===== src/rtl/frm_pkg.sv =====
package frm_pkg;

    typedef enum logic [1:0] {
        ST_HUNT    = 2'd0,
        ST_PRESYNC = 2'd1,
        ST_SYNC    = 2'd2
    } frm_state_e;

    localparam int          FRM_BITS     = 8;
    localparam logic [7:0]  FRM_A1       = 8'hF6;
    localparam logic [7:0]  FRM_A2       = 8'h28;
    localparam int          FRM_A1_RUN   = 3;
    localparam int          FRM_PAT_BYTES = FRM_A1_RUN + 1;

endpackage


===== src/rtl/frm_window.sv =====
// Byte history register and bit-phase output selector.
module frm_window #(
    parameter int BYTE_W    = 8,
    parameter int PAT_BYTES = 4,
    localparam int HIST_W   = (PAT_BYTES + 1) * BYTE_W,
    localparam int OFF_W    = $clog2(BYTE_W)
) (
    input  logic              clk,
    input  logic              rst_n,
    input  logic [BYTE_W-1:0] din,
    input  logic [OFF_W-1:0]  off,
    output logic [HIST_W-1:0] hist,
    output logic [BYTE_W-1:0] dout
);

    logic [HIST_W-1:0]   sr_q;
    logic [2*BYTE_W-1:0] pair;
    logic [2*BYTE_W-1:0] pair_sh;
    logic [BYTE_W-1:0]   sel;

    always_ff @(posedge clk) begin
        if (!rst_n) begin
            sr_q <= '0;
            dout <= '0;
        end else begin
            sr_q <= {sr_q[HIST_W-BYTE_W-1:0], din};
            dout <= sel;
        end
    end

    always_comb begin
        pair    = sr_q[2*BYTE_W-1:0];
        pair_sh = pair << off;
        sel     = pair_sh[2*BYTE_W-1 -: BYTE_W];
    end

    assign hist = sr_q;

endmodule


===== src/rtl/frm_match.sv =====
// Framing sequence comparator at every bit phase, lowest phase preferred.
module frm_match #(
    parameter int BYTE_W    = 8,
    parameter int PAT_BYTES = 4,
    localparam int PAT_W    = PAT_BYTES * BYTE_W,
    localparam int WIN_W    = PAT_W + BYTE_W - 1,
    localparam int OFF_W    = $clog2(BYTE_W)
) (
    input  logic [WIN_W-1:0]  win,
    output logic [BYTE_W-1:0] hit_vec,
    output logic              hit_any,
    output logic [OFF_W-1:0]  hit_idx
);
    import frm_pkg::*;

    localparam logic [PAT_W-1:0] PATTERN = {{(PAT_BYTES-1){FRM_A1}}, FRM_A2};

    for (genvar k = 0; k < BYTE_W; k++) begin : g_phase
        assign hit_vec[k] = (win[WIN_W-1-k -: PAT_W] == PATTERN);
    end

    always_comb begin
        hit_idx = '0;
        for (int i = BYTE_W - 1; i >= 0; i--) begin
            if (hit_vec[i]) hit_idx = OFF_W'(i);
        end
    end

    assign hit_any = |hit_vec;

endmodule


===== src/rtl/frm_fsm.sv =====
// HUNT / PRESYNC / SYNC controller with frame slot counter.
module frm_fsm #(
    parameter int FRAME_BYTES  = 9720,
    parameter int SYNC_HITS    = 3,
    parameter int MISS_LIMIT   = 4,
    parameter int PULSE_CYCLES = 4,
    parameter int BYTE_W       = 8,
    localparam int OFF_W  = $clog2(BYTE_W),
    localparam int CNT_W  = $clog2(FRAME_BYTES),
    localparam int HIT_W  = $clog2(SYNC_HITS + 1),
    localparam int MISS_W = $clog2(MISS_LIMIT + 1),
    localparam int PUL_W  = $clog2(PULSE_CYCLES + 1)
) (
    input  logic               clk,
    input  logic               rst_n,
    input  logic               search_en,
    input  logic [BYTE_W-1:0]  hit_vec,
    input  logic               hit_any,
    input  logic [OFF_W-1:0]   hit_idx,
    output logic [OFF_W-1:0]   off,
    output frm_pkg::frm_state_e state,
    output logic               valid,
    output logic               fsync
);
    import frm_pkg::*;

    localparam logic [CNT_W-1:0] LAST = CNT_W'(FRAME_BYTES - 1);

    frm_state_e        state_q, state_n;
    logic [OFF_W-1:0]  off_q, off_n;
    logic [CNT_W-1:0]  cnt_q, cnt_n;
    logic [HIT_W-1:0]  hits_q, hits_n;
    logic [MISS_W-1:0] miss_q, miss_n;
    logic [PUL_W-1:0]  pulse_q, pulse_n;
    logic              at_slot;
    logic              slot_hit;

    always_ff @(posedge clk) begin
        if (!rst_n) begin
            state_q <= ST_HUNT;
            off_q   <= '0;
            cnt_q   <= '0;
            hits_q  <= '0;
            miss_q  <= '0;
            pulse_q <= '0;
        end else begin
            state_q <= state_n;
            off_q   <= off_n;
            cnt_q   <= cnt_n;
            hits_q  <= hits_n;
            miss_q  <= miss_n;
            pulse_q <= pulse_n;
        end
    end

    always_comb begin
        at_slot  = (cnt_q == LAST);
        slot_hit = hit_vec[off_q];
        state_n  = state_q;
        off_n    = off_q;
        hits_n   = hits_q;
        miss_n   = miss_q;
        cnt_n    = at_slot ? '0 : cnt_q + CNT_W'(1);
        pulse_n  = (pulse_q != '0) ? pulse_q - PUL_W'(1) : '0;
        unique case (state_q)
            ST_HUNT: begin
                if (search_en && hit_any) begin
                    state_n = ST_PRESYNC;
                    off_n   = hit_idx;
                    cnt_n   = '0;
                    hits_n  = HIT_W'(1);
                end
            end
            ST_PRESYNC: begin
                if (at_slot) begin
                    if (!slot_hit) begin
                        state_n = ST_HUNT;
                    end else if (hits_q == HIT_W'(SYNC_HITS - 1)) begin
                        state_n = ST_SYNC;
                        miss_n  = '0;
                        pulse_n = PUL_W'(PULSE_CYCLES);
                    end else begin
                        hits_n = hits_q + HIT_W'(1);
                    end
                end
            end
            ST_SYNC: begin
                if (at_slot) begin
                    if (slot_hit) begin
                        miss_n = '0;
                    end else if (miss_q == MISS_W'(MISS_LIMIT - 1)) begin
                        state_n = ST_HUNT;
                        miss_n  = '0;
                    end else begin
                        miss_n = miss_q + MISS_W'(1);
                    end
                end
            end
            default: state_n = ST_HUNT;
        endcase
    end

    always_comb begin
        valid = (state_q == ST_SYNC);
        fsync = (pulse_q != '0);
        off   = off_q;
        state = state_q;
    end

endmodule


===== src/rtl/frm_align.sv =====
module frm_align #(
    parameter int FRAME_BYTES  = 9720,
    parameter int SYNC_HITS    = 3,
    parameter int MISS_LIMIT   = 4,
    parameter int PULSE_CYCLES = 4
) (
    input  logic       clk,
    input  logic       rst_n,
    input  logic       search_en,
    input  logic [7:0] din,
    output logic [7:0] dout,
    output logic       dout_valid,
    output logic       fsync_pulse
);
    import frm_pkg::*;

    localparam int BYTE_W = FRM_BITS;
    localparam int PAT_B  = FRM_PAT_BYTES;
    localparam int HIST_W = (PAT_B + 1) * BYTE_W;
    localparam int OFF_W  = $clog2(BYTE_W);

    logic [HIST_W-1:0] hist;
    logic [BYTE_W-1:0] hit_vec;
    logic              hit_any;
    logic [OFF_W-1:0]  hit_idx;
    logic [OFF_W-1:0]  lock_off;
    frm_state_e        state;

    frm_window #(.BYTE_W(BYTE_W), .PAT_BYTES(PAT_B)) u_win (
        .clk  (clk),
        .rst_n(rst_n),
        .din  (din),
        .off  (lock_off),
        .hist (hist),
        .dout (dout)
    );

    frm_match #(.BYTE_W(BYTE_W), .PAT_BYTES(PAT_B)) u_match (
        .win    (hist[HIST_W-1:1]),
        .hit_vec(hit_vec),
        .hit_any(hit_any),
        .hit_idx(hit_idx)
    );

    frm_fsm #(
        .FRAME_BYTES (FRAME_BYTES),
        .SYNC_HITS   (SYNC_HITS),
        .MISS_LIMIT  (MISS_LIMIT),
        .PULSE_CYCLES(PULSE_CYCLES),
        .BYTE_W      (BYTE_W)
    ) u_fsm (
        .clk      (clk),
        .rst_n    (rst_n),
        .search_en(search_en),
        .hit_vec  (hit_vec),
        .hit_any  (hit_any),
        .hit_idx  (hit_idx),
        .off      (lock_off),
        .state    (state),
        .valid    (dout_valid),
        .fsync    (fsync_pulse)
    );

endmodule


===== config.mk =====
export PLATFORM = sky130hd
export DESIGN_NAME = frm_align
export DESIGN_NICKNAME = d
export VERILOG_FILES = /design/src/rtl/frm_pkg.sv /design/src/rtl/frm_window.sv /design/src/rtl/frm_match.sv /design/src/rtl/frm_fsm.sv /design/src/rtl/frm_align.sv
export SDC_FILE = /design/constraint.sdc
export NUM_CORES = 1
export LEC_CHECK = 0
export BUFFER_PORTS_ARGS = -buffer_cell sky130_fd_sc_hd__buf_2
export CAP_MARGIN = 40
export CORE_ASPECT_RATIO = 0.6
export CORE_UTILIZATION = 35
export DETAILED_ROUTE_END_ITERATION = 10
export HOLD_SLACK_MARGIN = 0.15
export PLACE_DENSITY = 0.63
export SLEW_MARGIN = 20
export SYNTH_ARGS = -nofsm -noshare
export SYNTH_HDL_FRONTEND = slang
export SYNTH_SLANG_ARGS = --single-unit

===== constraint.sdc =====
create_clock -name clk -period 4.82 [get_ports clk]
set_clock_uncertainty 0.05 [all_clocks]
set_input_delay 1.205 -clock clk [delete_from_list [all_inputs] [get_ports clk]]
set_output_delay 1.205 -clock clk [all_outputs]
set_load 0.01 [all_outputs]

==> flow_metrics.env, run 1 <==
export IMPL_outcome="finished clean"
export IMPL_cts_resized=0
export IMPL_synth_common_cells="dfxtp_1 (75), nor2_1 (46), and2_1 (44), nand3_1 (20), nand2_1 (17)"
export IMPL_syn_nets=408
export IMPL_nets=425
export IMPL_cellPowerDensity_nw_per_um2=339.0
export IMPL_seqCellArea_sq_um=1501
export IMPL_synth_warnings=0
export IMPL_crit_type="register to register"
export IMPL_synth_edf_count=0
export IMPL_grt_overflow=0
export IMPL_drv_slew=0
export IMPL_ys_flop_type="dfxtp_1"
export IMPL_crit_path_start_kind="register"
export IMPL_yosysTopAreaCell="dfxtp_1"
export IMPL_p_leak_nw=1.521
export IMPL_async_reset_ff_share_pct=0
export IMPL_dpl_cell_area_sq_um=3892
export IMPL_fin_total_pwr_mw=1.435
export IMPL_wl_met2_mm=3.751
export IMPL_setup_violations=0
export IMPL_die_x_um=134.2
export IMPL_antenna_cells=0
export IMPL_r2r_start="u_win.hist[15]"
export IMPL_slowest_stage="nor4_1"
export IMPL_grt_max_degree=52
export IMPL_fmax_ghz=0.3493
export IMPL_area_delta_synth_final_pct=15.34
export IMPL_hold_depth=2
export IMPL_end_kind="register"
export IMPL_fin_crit_ns=2.863
export IMPL_dieArea_sq_um=10920
export IMPL_postCtsHoldBufs=0
export IMPL_hp_start="u_fsm.miss_q[2]"
export IMPL_critPathRequiredTime_ns=5.00
export IMPL_drt_total_wl_mm=9.628
export IMPL_drc=0
export IMPL_portBuffers=20
export IMPL_avgRoutedWirePerCell_um=17.54
export IMPL_antenna_found_initial=0
export IMPL_tightest_slew_ns=0.8374
export IMPL_viasPerCell=5.732
export IMPL_finish_instance_area_sq_um=4234
export IMPL_r2r_end="u_fsm.hits_q[1]"
export IMPL_dpl_hpwl_mm=7.089
export IMPL_grt_pass1_wl_mm=15.35
export IMPL_die_h_um=81.33
export IMPL_core_sq_um=10020
export IMPL_max_stage_delay_ns=0.54
export IMPL_insertion_delay_ns=0.33
export IMPL_cts_root_buf="clkbuf_16"
export IMPL_clk_pin_slew_ns=0.06
export IMPL_cts_buffers=9
export IMPL_synth_area_sq_um=3671
export IMPL_multi_input_area_sq_um=2054
export IMPL_synth_seq_cells=75
export IMPL_rows=28
export IMPL_fillers=987
export IMPL_grtUsageTotal_pct=18.81
export IMPL_reg2reg_depth=8
export IMPL_drive_above_1_share_pct=14.25
export IMPL_synth_top_area_share_pct=40.90
export IMPL_htree_levels=3
export IMPL_setup_total_negative_slack_ns=0
export IMPL_netlist_top_cells_area="dfxtp_1 (41%), and2_1 (7.5%), mux4_2 (4.9%)"
export IMPL_cts_max_path_buffers=2
export IMPL_cts_tree="yes"
export IMPL_rsz0062_at_grt="no"
export IMPL_finalCritPeriodShare_pct=59.40
export IMPL_wl_met1_mm=4.831
export IMPL_clock_sinks=75
export IMPL_wl_met3_um=936
export IMPL_grt_pass1_vias=2839
export IMPL_ioPinCount=21
export IMPL_final_hold_viol_count=0
export IMPL_worstHoldPathType="register to register"
export IMPL_drt_iter0_drc=379
export IMPL_finalWeightedCongestion=0.9168
export IMPL_routed_top_layer="met4"
export IMPL_min_to="u_fsm.miss_q[2]"
export IMPL_ir_drop_mv=0.1853
export IMPL_first_pass_iters=6
export IMPL_syn_inst=392
export IMPL_synthMostInstantiatedCell="dfxtp_1"
export IMPL_crit_arrival_ns=3.04
export IMPL_seq_area_frac_synth_pct=40.90
export IMPL_slew_headroom_pct=43.66
export IMPL_drv_cap=0
export IMPL_start_util_pct=36.64
export IMPL_synth_cell_types=59
export IMPL_drt_antenna_violating_nets=0
export IMPL_rrSetupSlack_ns=1.96
export IMPL_hold_slack_ns=0.3771
export IMPL_post_synth_cell_area_avg_sq_um=9.365
export IMPL_critical_path_cell_chain="nand4_2, nor4_1, or2b_1, o221ai_2, o41ai_4, a221oi_4, nor2_1, a41o_1"
export IMPL_cp_max_fo=7
export IMPL_postCtsSetupRepairBufs=0
export IMPL_route_vias_total=3147
==> cell usage in the layout (no fill, tap or decap), types with 4 or more instances in the layout <==
cell       count
a21oi_1        8
and2_1        44
and3_1         9
buf_2         20
clkbuf_16      9
dfxtp_1       75
ha_1           5
inv_1         14
mux2i_1       14
mux4_2         8
nand2_1       17
nand2b_1       5
nand3_1       20
nand4_1       10
nand4b_1       9
nor2_1        46
nor3_1         6
nor4_1        10
nor4b_1        4
nor4bb_1       6
o21ai_0        4
or4_1          7
xnor2_1        6
xor2_1         6
==> state kept, by name (all words and copies together) (netlist names) <==
| signal | flops |
|---|---|
| u_fsm.cnt_q | 14 |
| u_fsm.state | 2 |
| u_fsm.off | 3 |
| u_fsm.miss_q | 3 |
| u_win.hist | 40 |
| u_fsm.pulse_q | 3 |
| u_fsm.hits_q | 2 |
| u_win.dout | 8 |
==> layout make-up <==
cell class	count	area share, %
tap	135	3.989
clock inverter	5	1.980
clock buffer	11	5.733
inverter	14	1.241
sequential	75	35.46
timing repair buffer	22	3.073
multi-input combinational	287	48.52
==> worst max-delay path: cells and delay by family, from the launching register on <==
kind	cells	cell delay [ns]
AND/OR/NAND/NOR	4	1.20
AO/OA/AOI/OAI	4	1.03
flip-flops	1	0.47
==> per-layer routing <==
| metal | GRT usage [%] | up-vias |
|---|---|---|
| li1 | - | 1458 |
| met1 | 27.54 | 1516 |
| met2 | 25.91 | 159 |
| met3 | 6.305 | 14 |
| met4 | 4.719 | 0 |
| met5 | 0 | - |
==> worst max-delay path by stage <==
stage                        start         endpoint  slack (ns)  cells past startpoint
floorplan                search_en  u_fsm.hits_q[1]        2.21                      5
global route        u_win.hist[15]  u_fsm.hits_q[0]        1.80                      8
finish              u_win.hist[15]  u_fsm.hits_q[1]        1.96                      8
global placement         search_en  u_fsm.hits_q[1]        1.93                      6
detailed placement       search_en  u_fsm.hits_q[1]        1.93                      6
CTS                   u_fsm.off[2]  u_fsm.hits_q[1]        2.02                      7
==> power breakdown <==
part	switching, mW	internal (mW)	leakage [nW]	total [mW]
combinational	0.0276	0.0239	0.759	0.0515
sequential	0.0192	0.635	0.610	0.654
clock	0.261	0.469	0.152	0.730
==> per-stage QoR <==
stage | setup WS, ns | std cells | util, %
global route | 1.799 | 549 | 42.26
global placement | 1.932 | 531 | 38.70
finish | 1.957 | 549 | 42.26
CTS | 2.015 | 548 | 42.11
detailed placement | 1.928 | 532 | 38.85
floorplan | 2.214 | 392 | -
==> cell families after synthesis <==
kind of cell | Yosys count | share of synthesized area, %
buf+inv | 30 | 3.136
simple gates | 214 | 34.87
compound gates | 34 | 7.805
fa+ha+maj | 5 | 1.704
mux | 22 | 8.725
flops | 75 | 40.90
xor+xnor | 12 | 2.863
No activity file was read; power rests on OpenSTA's default activity.
==> run 2: changes to the inputs <==
ABC_AREA = 1   (was unset)
PLACE_DENSITY = 0.64   (was 0.63)
clock period = 2.5 ns   (was 4.82 ns; I/O delays follow)
==> run 2 against run 1 <==
  * Die area up 9.4%
  * Largest power group unchanged
  * Flip-flop and latch count stayed put
  * Cell count up 46%
  * Non-clock buffer count rose by 3
  * Sequential share of layout area is 2.9 points lower
  * Sequential power increased by 97%
  * Fmax up 32%
  * Worst hold slack lost 0.0095 ns
==> flow_metrics.env, run 2 <==
export IMPL_outcome="finished clean"
export IMPL_fin_ws_ns=0.3250
export IMPL_antenna_found_initial=0
export IMPL_syn_inst=637
export IMPL_grt_overflow=0
export IMPL_rsz0062_at_grt="no"
export IMPL_p_leak_nw=2.242
export IMPL_clk_pin_slew_ns=0.06
export IMPL_insertion_delay_ns=0.34
export IMPL_syn_nets=653
export IMPL_largest_register_ffs=40
export IMPL_ys_flop_type="dfxtp_1"
export IMPL_slew_headroom_pct=66.68
export IMPL_postCtsSetupRepairBufs=0
export IMPL_portBuffers=20
export IMPL_finalWeightedCongestion=1.018
export IMPL_postCtsHoldBufs=0
export IMPL_final_hold_viol_count=0
export IMPL_multi_input_area_sq_um=1996
export IMPL_finalCritPeriodShare_pct=87.00
export IMPL_htree_levels=3
export IMPL_synth_cell_types=38
export IMPL_cp_max_fo=6
export IMPL_critPathRequiredTime_ns=2.69
export IMPL_core_sq_um=10890
export IMPL_area_delta_synth_final_pct=14.43
export IMPL_final_cell_mix="nand2_1 (180), inv_1 (112), nor2_1 (94), dfxtp_1 (75)"
export IMPL_cts_resized=0
export IMPL_seq_area_frac_synth_pct=37.31
export IMPL_synth_common_cells="nand2_1 (180), inv_1 (112), nor2_1 (94), dfxtp_1 (75)"
export IMPL_seqCellArea_sq_um=1501
export IMPL_yosysTopAreaCell="dfxtp_1"
export IMPL_synth_area_sq_um=4024
export IMPL_drv_cap=0
export IMPL_cts_tree="yes"
export IMPL_setup_violations=0
export IMPL_worstHoldPathType="register to register"
export IMPL_antenna_cells=0
export IMPL_crit_arrival_ns=2.36
export IMPL_pre_cts_slack_ns=0.4111
export IMPL_cellPowerDensity_nw_per_um2=671.7
export IMPL_grtUsageTotal_pct=19.13
export IMPL_first_pass_iters=5
export IMPL_synth_warnings=0
export IMPL_drv_slew=0
export IMPL_start_util_pct=36.97
export IMPL_netlist_top_cells_area="dfxtp_1 (37%), nand2_1 (17%), inv_1 (10%)"
export IMPL_ioPinCount=21
export IMPL_avgRoutedWirePerCell_um=13.15
export IMPL_async_reset_ff_share_pct=0
export IMPL_rows=29
export IMPL_grt_max_degree=40
export IMPL_crit_path_start_kind="register"
export IMPL_nets=675
export IMPL_post_synth_cell_area_avg_sq_um=6.317
export IMPL_fillers=1156
export IMPL_fin_crit_ns=2.175
export IMPL_drc=0
export IMPL_drive_above_1_share_pct=12.80
export IMPL_drt_iter0_drc=397
export IMPL_synth_seq_cells=75
export IMPL_synth_edf_count=0
export IMPL_viasPerCell=4.808
export IMPL_cts_buffers=9
export IMPL_grt_pass1_wl_mm=17.55
export IMPL_crit_type="register to register"
export IMPL_grt_pass1_vias=3445
export IMPL_clock_sinks=75
export IMPL_ir_drop_mv=0.3290
export IMPL_tightest_slew_ns=0.4956
export IMPL_synth_top_area_share_pct=37.31
export IMPL_dpl_hpwl_mm=8.371
export IMPL_drt_antenna_violating_nets=0
export IMPL_final_common_cell="nand2_1"
export IMPL_die_h_um=85.06
export IMPL_drt_total_wl_mm=10.56
export IMPL_die_x_um=140.4
export IMPL_cts_root_buf="clkbuf_16"
export IMPL_cts_max_path_buffers=2
export IMPL_synthMostInstantiatedCell="nand2_1"
export IMPL_route_vias_total=3861
export IMPL_setup_total_negative_slack_ns=0
export IMPL_end_kind="register"
export IMPL_dieArea_sq_um=11940
export IMPL_fmax_ghz=0.4598
==> run 2: changes by cell type after synthesis, moves of 14 or more <==
cell	change
o21ai_0	+23
and2_1	-44
inv_1	+98
nor2_1	+48
nand2_1	+163
mux2i_1	-14
==> run 2: routing by layer <==
| layer | up-vias | wire length [um] | track usage [%] |
|---|---|---|---|
| met5 | - | 0 | 0 |
| met4 | 0 | 127 | 5.794 |
| met3 | 13 | 1061 | 5.869 |
| met2 | 152 | 3684 | 23.32 |
| met1 | 1718 | 5687 | 30.38 |
| li1 | 1978 | - | - |
==> run 2: worst paths after layout <==
| kind | depth (start not counted) | slack [ns] | endpoint | startpoint |
|---|---|---|---|---|
| setup reg to reg | 13 | 0.33 | u_fsm.state[0] | u_win.hist[10] |
| setup / recovery | 13 | 0.33 | u_fsm.state[0] | u_win.hist[10] |
| hold / removal | 2 | 0.37 | u_win.hist[8] | u_win.hist[0] |
| hold reg to reg | 2 | 0.37 | u_win.hist[8] | u_win.hist[0] |
==> run 2: cell families (layout without fill, tap and decap cells) <==
logic type	Yosys count	count (layout)	share of synthesized area, %
XOR/XNOR	4	4	0.8708
AO/OA/AOI/OAI	60	60	8.707
buffers and inverters	137	164	13.09
AND/OR/NAND/NOR	356	356	38.46
flip-flops	75	75	37.31
adder cells (fa/ha/maj)	5	5	1.555
==> run 2: worst max-delay path: stages (launching register included) <==
cell     delay [ns]
dfxtp_1        0.51
nand2_2        0.12
nor2_1         0.12
nand2_1        0.06
nor2_1         0.30
nand2_2        0.11
nand2_2        0.12
nor2_4         0.05
nand2_4        0.07
nand2_2        0.07
a21oi_1        0.23
nand4_1        0.14
nand2_1        0.09
inv_1          0.04
==> run 2: where the power goes <==
| group | internal (mW) | switching [mW] |
|---|---|---|
| sequential | 1.24 | 0.0471 |
| clock | 0.911 | 0.526 |
| combinational | 0.126 | 0.238 |
| total | 2.28 | 0.812 |
==> run 2: area by class of cell <==
cell class | count | share of cell area (%)
timing repair buffer | 25 | 2.989
clock inverter | 6 | 2.065
inverter | 123 | 10.03
clock buffer | 10 | 5.190
sequential | 75 | 32.61
multi-input combinational | 425 | 43.34
tap | 139 | 3.777
==> run 2: stage by stage <==
| step | utilization, % | hold slack (ns) | std cells | cell area [sq um] | total power [mW] |
|---|---|---|---|---|---|
| 6_report | 42.30 | 0.3676 | 803 | 4604 | 3.093 |
| 5_1_grt | 42.30 | 0.3846 | 803 | 4604 | 3.245 |
| 4_1_cts | 42.30 | 0.3726 | 803 | 4604 | 3.115 |
| 3_5_place_dp | 39.23 | 0.3555 | 787 | 4270 | 1.670 |
| 3_3_place_gp | 39.23 | 0.3477 | 787 | 4270 | 1.666 |
| 2_1_floorplan | - | 0.3405 | 637 | 4024 | 1.563 |
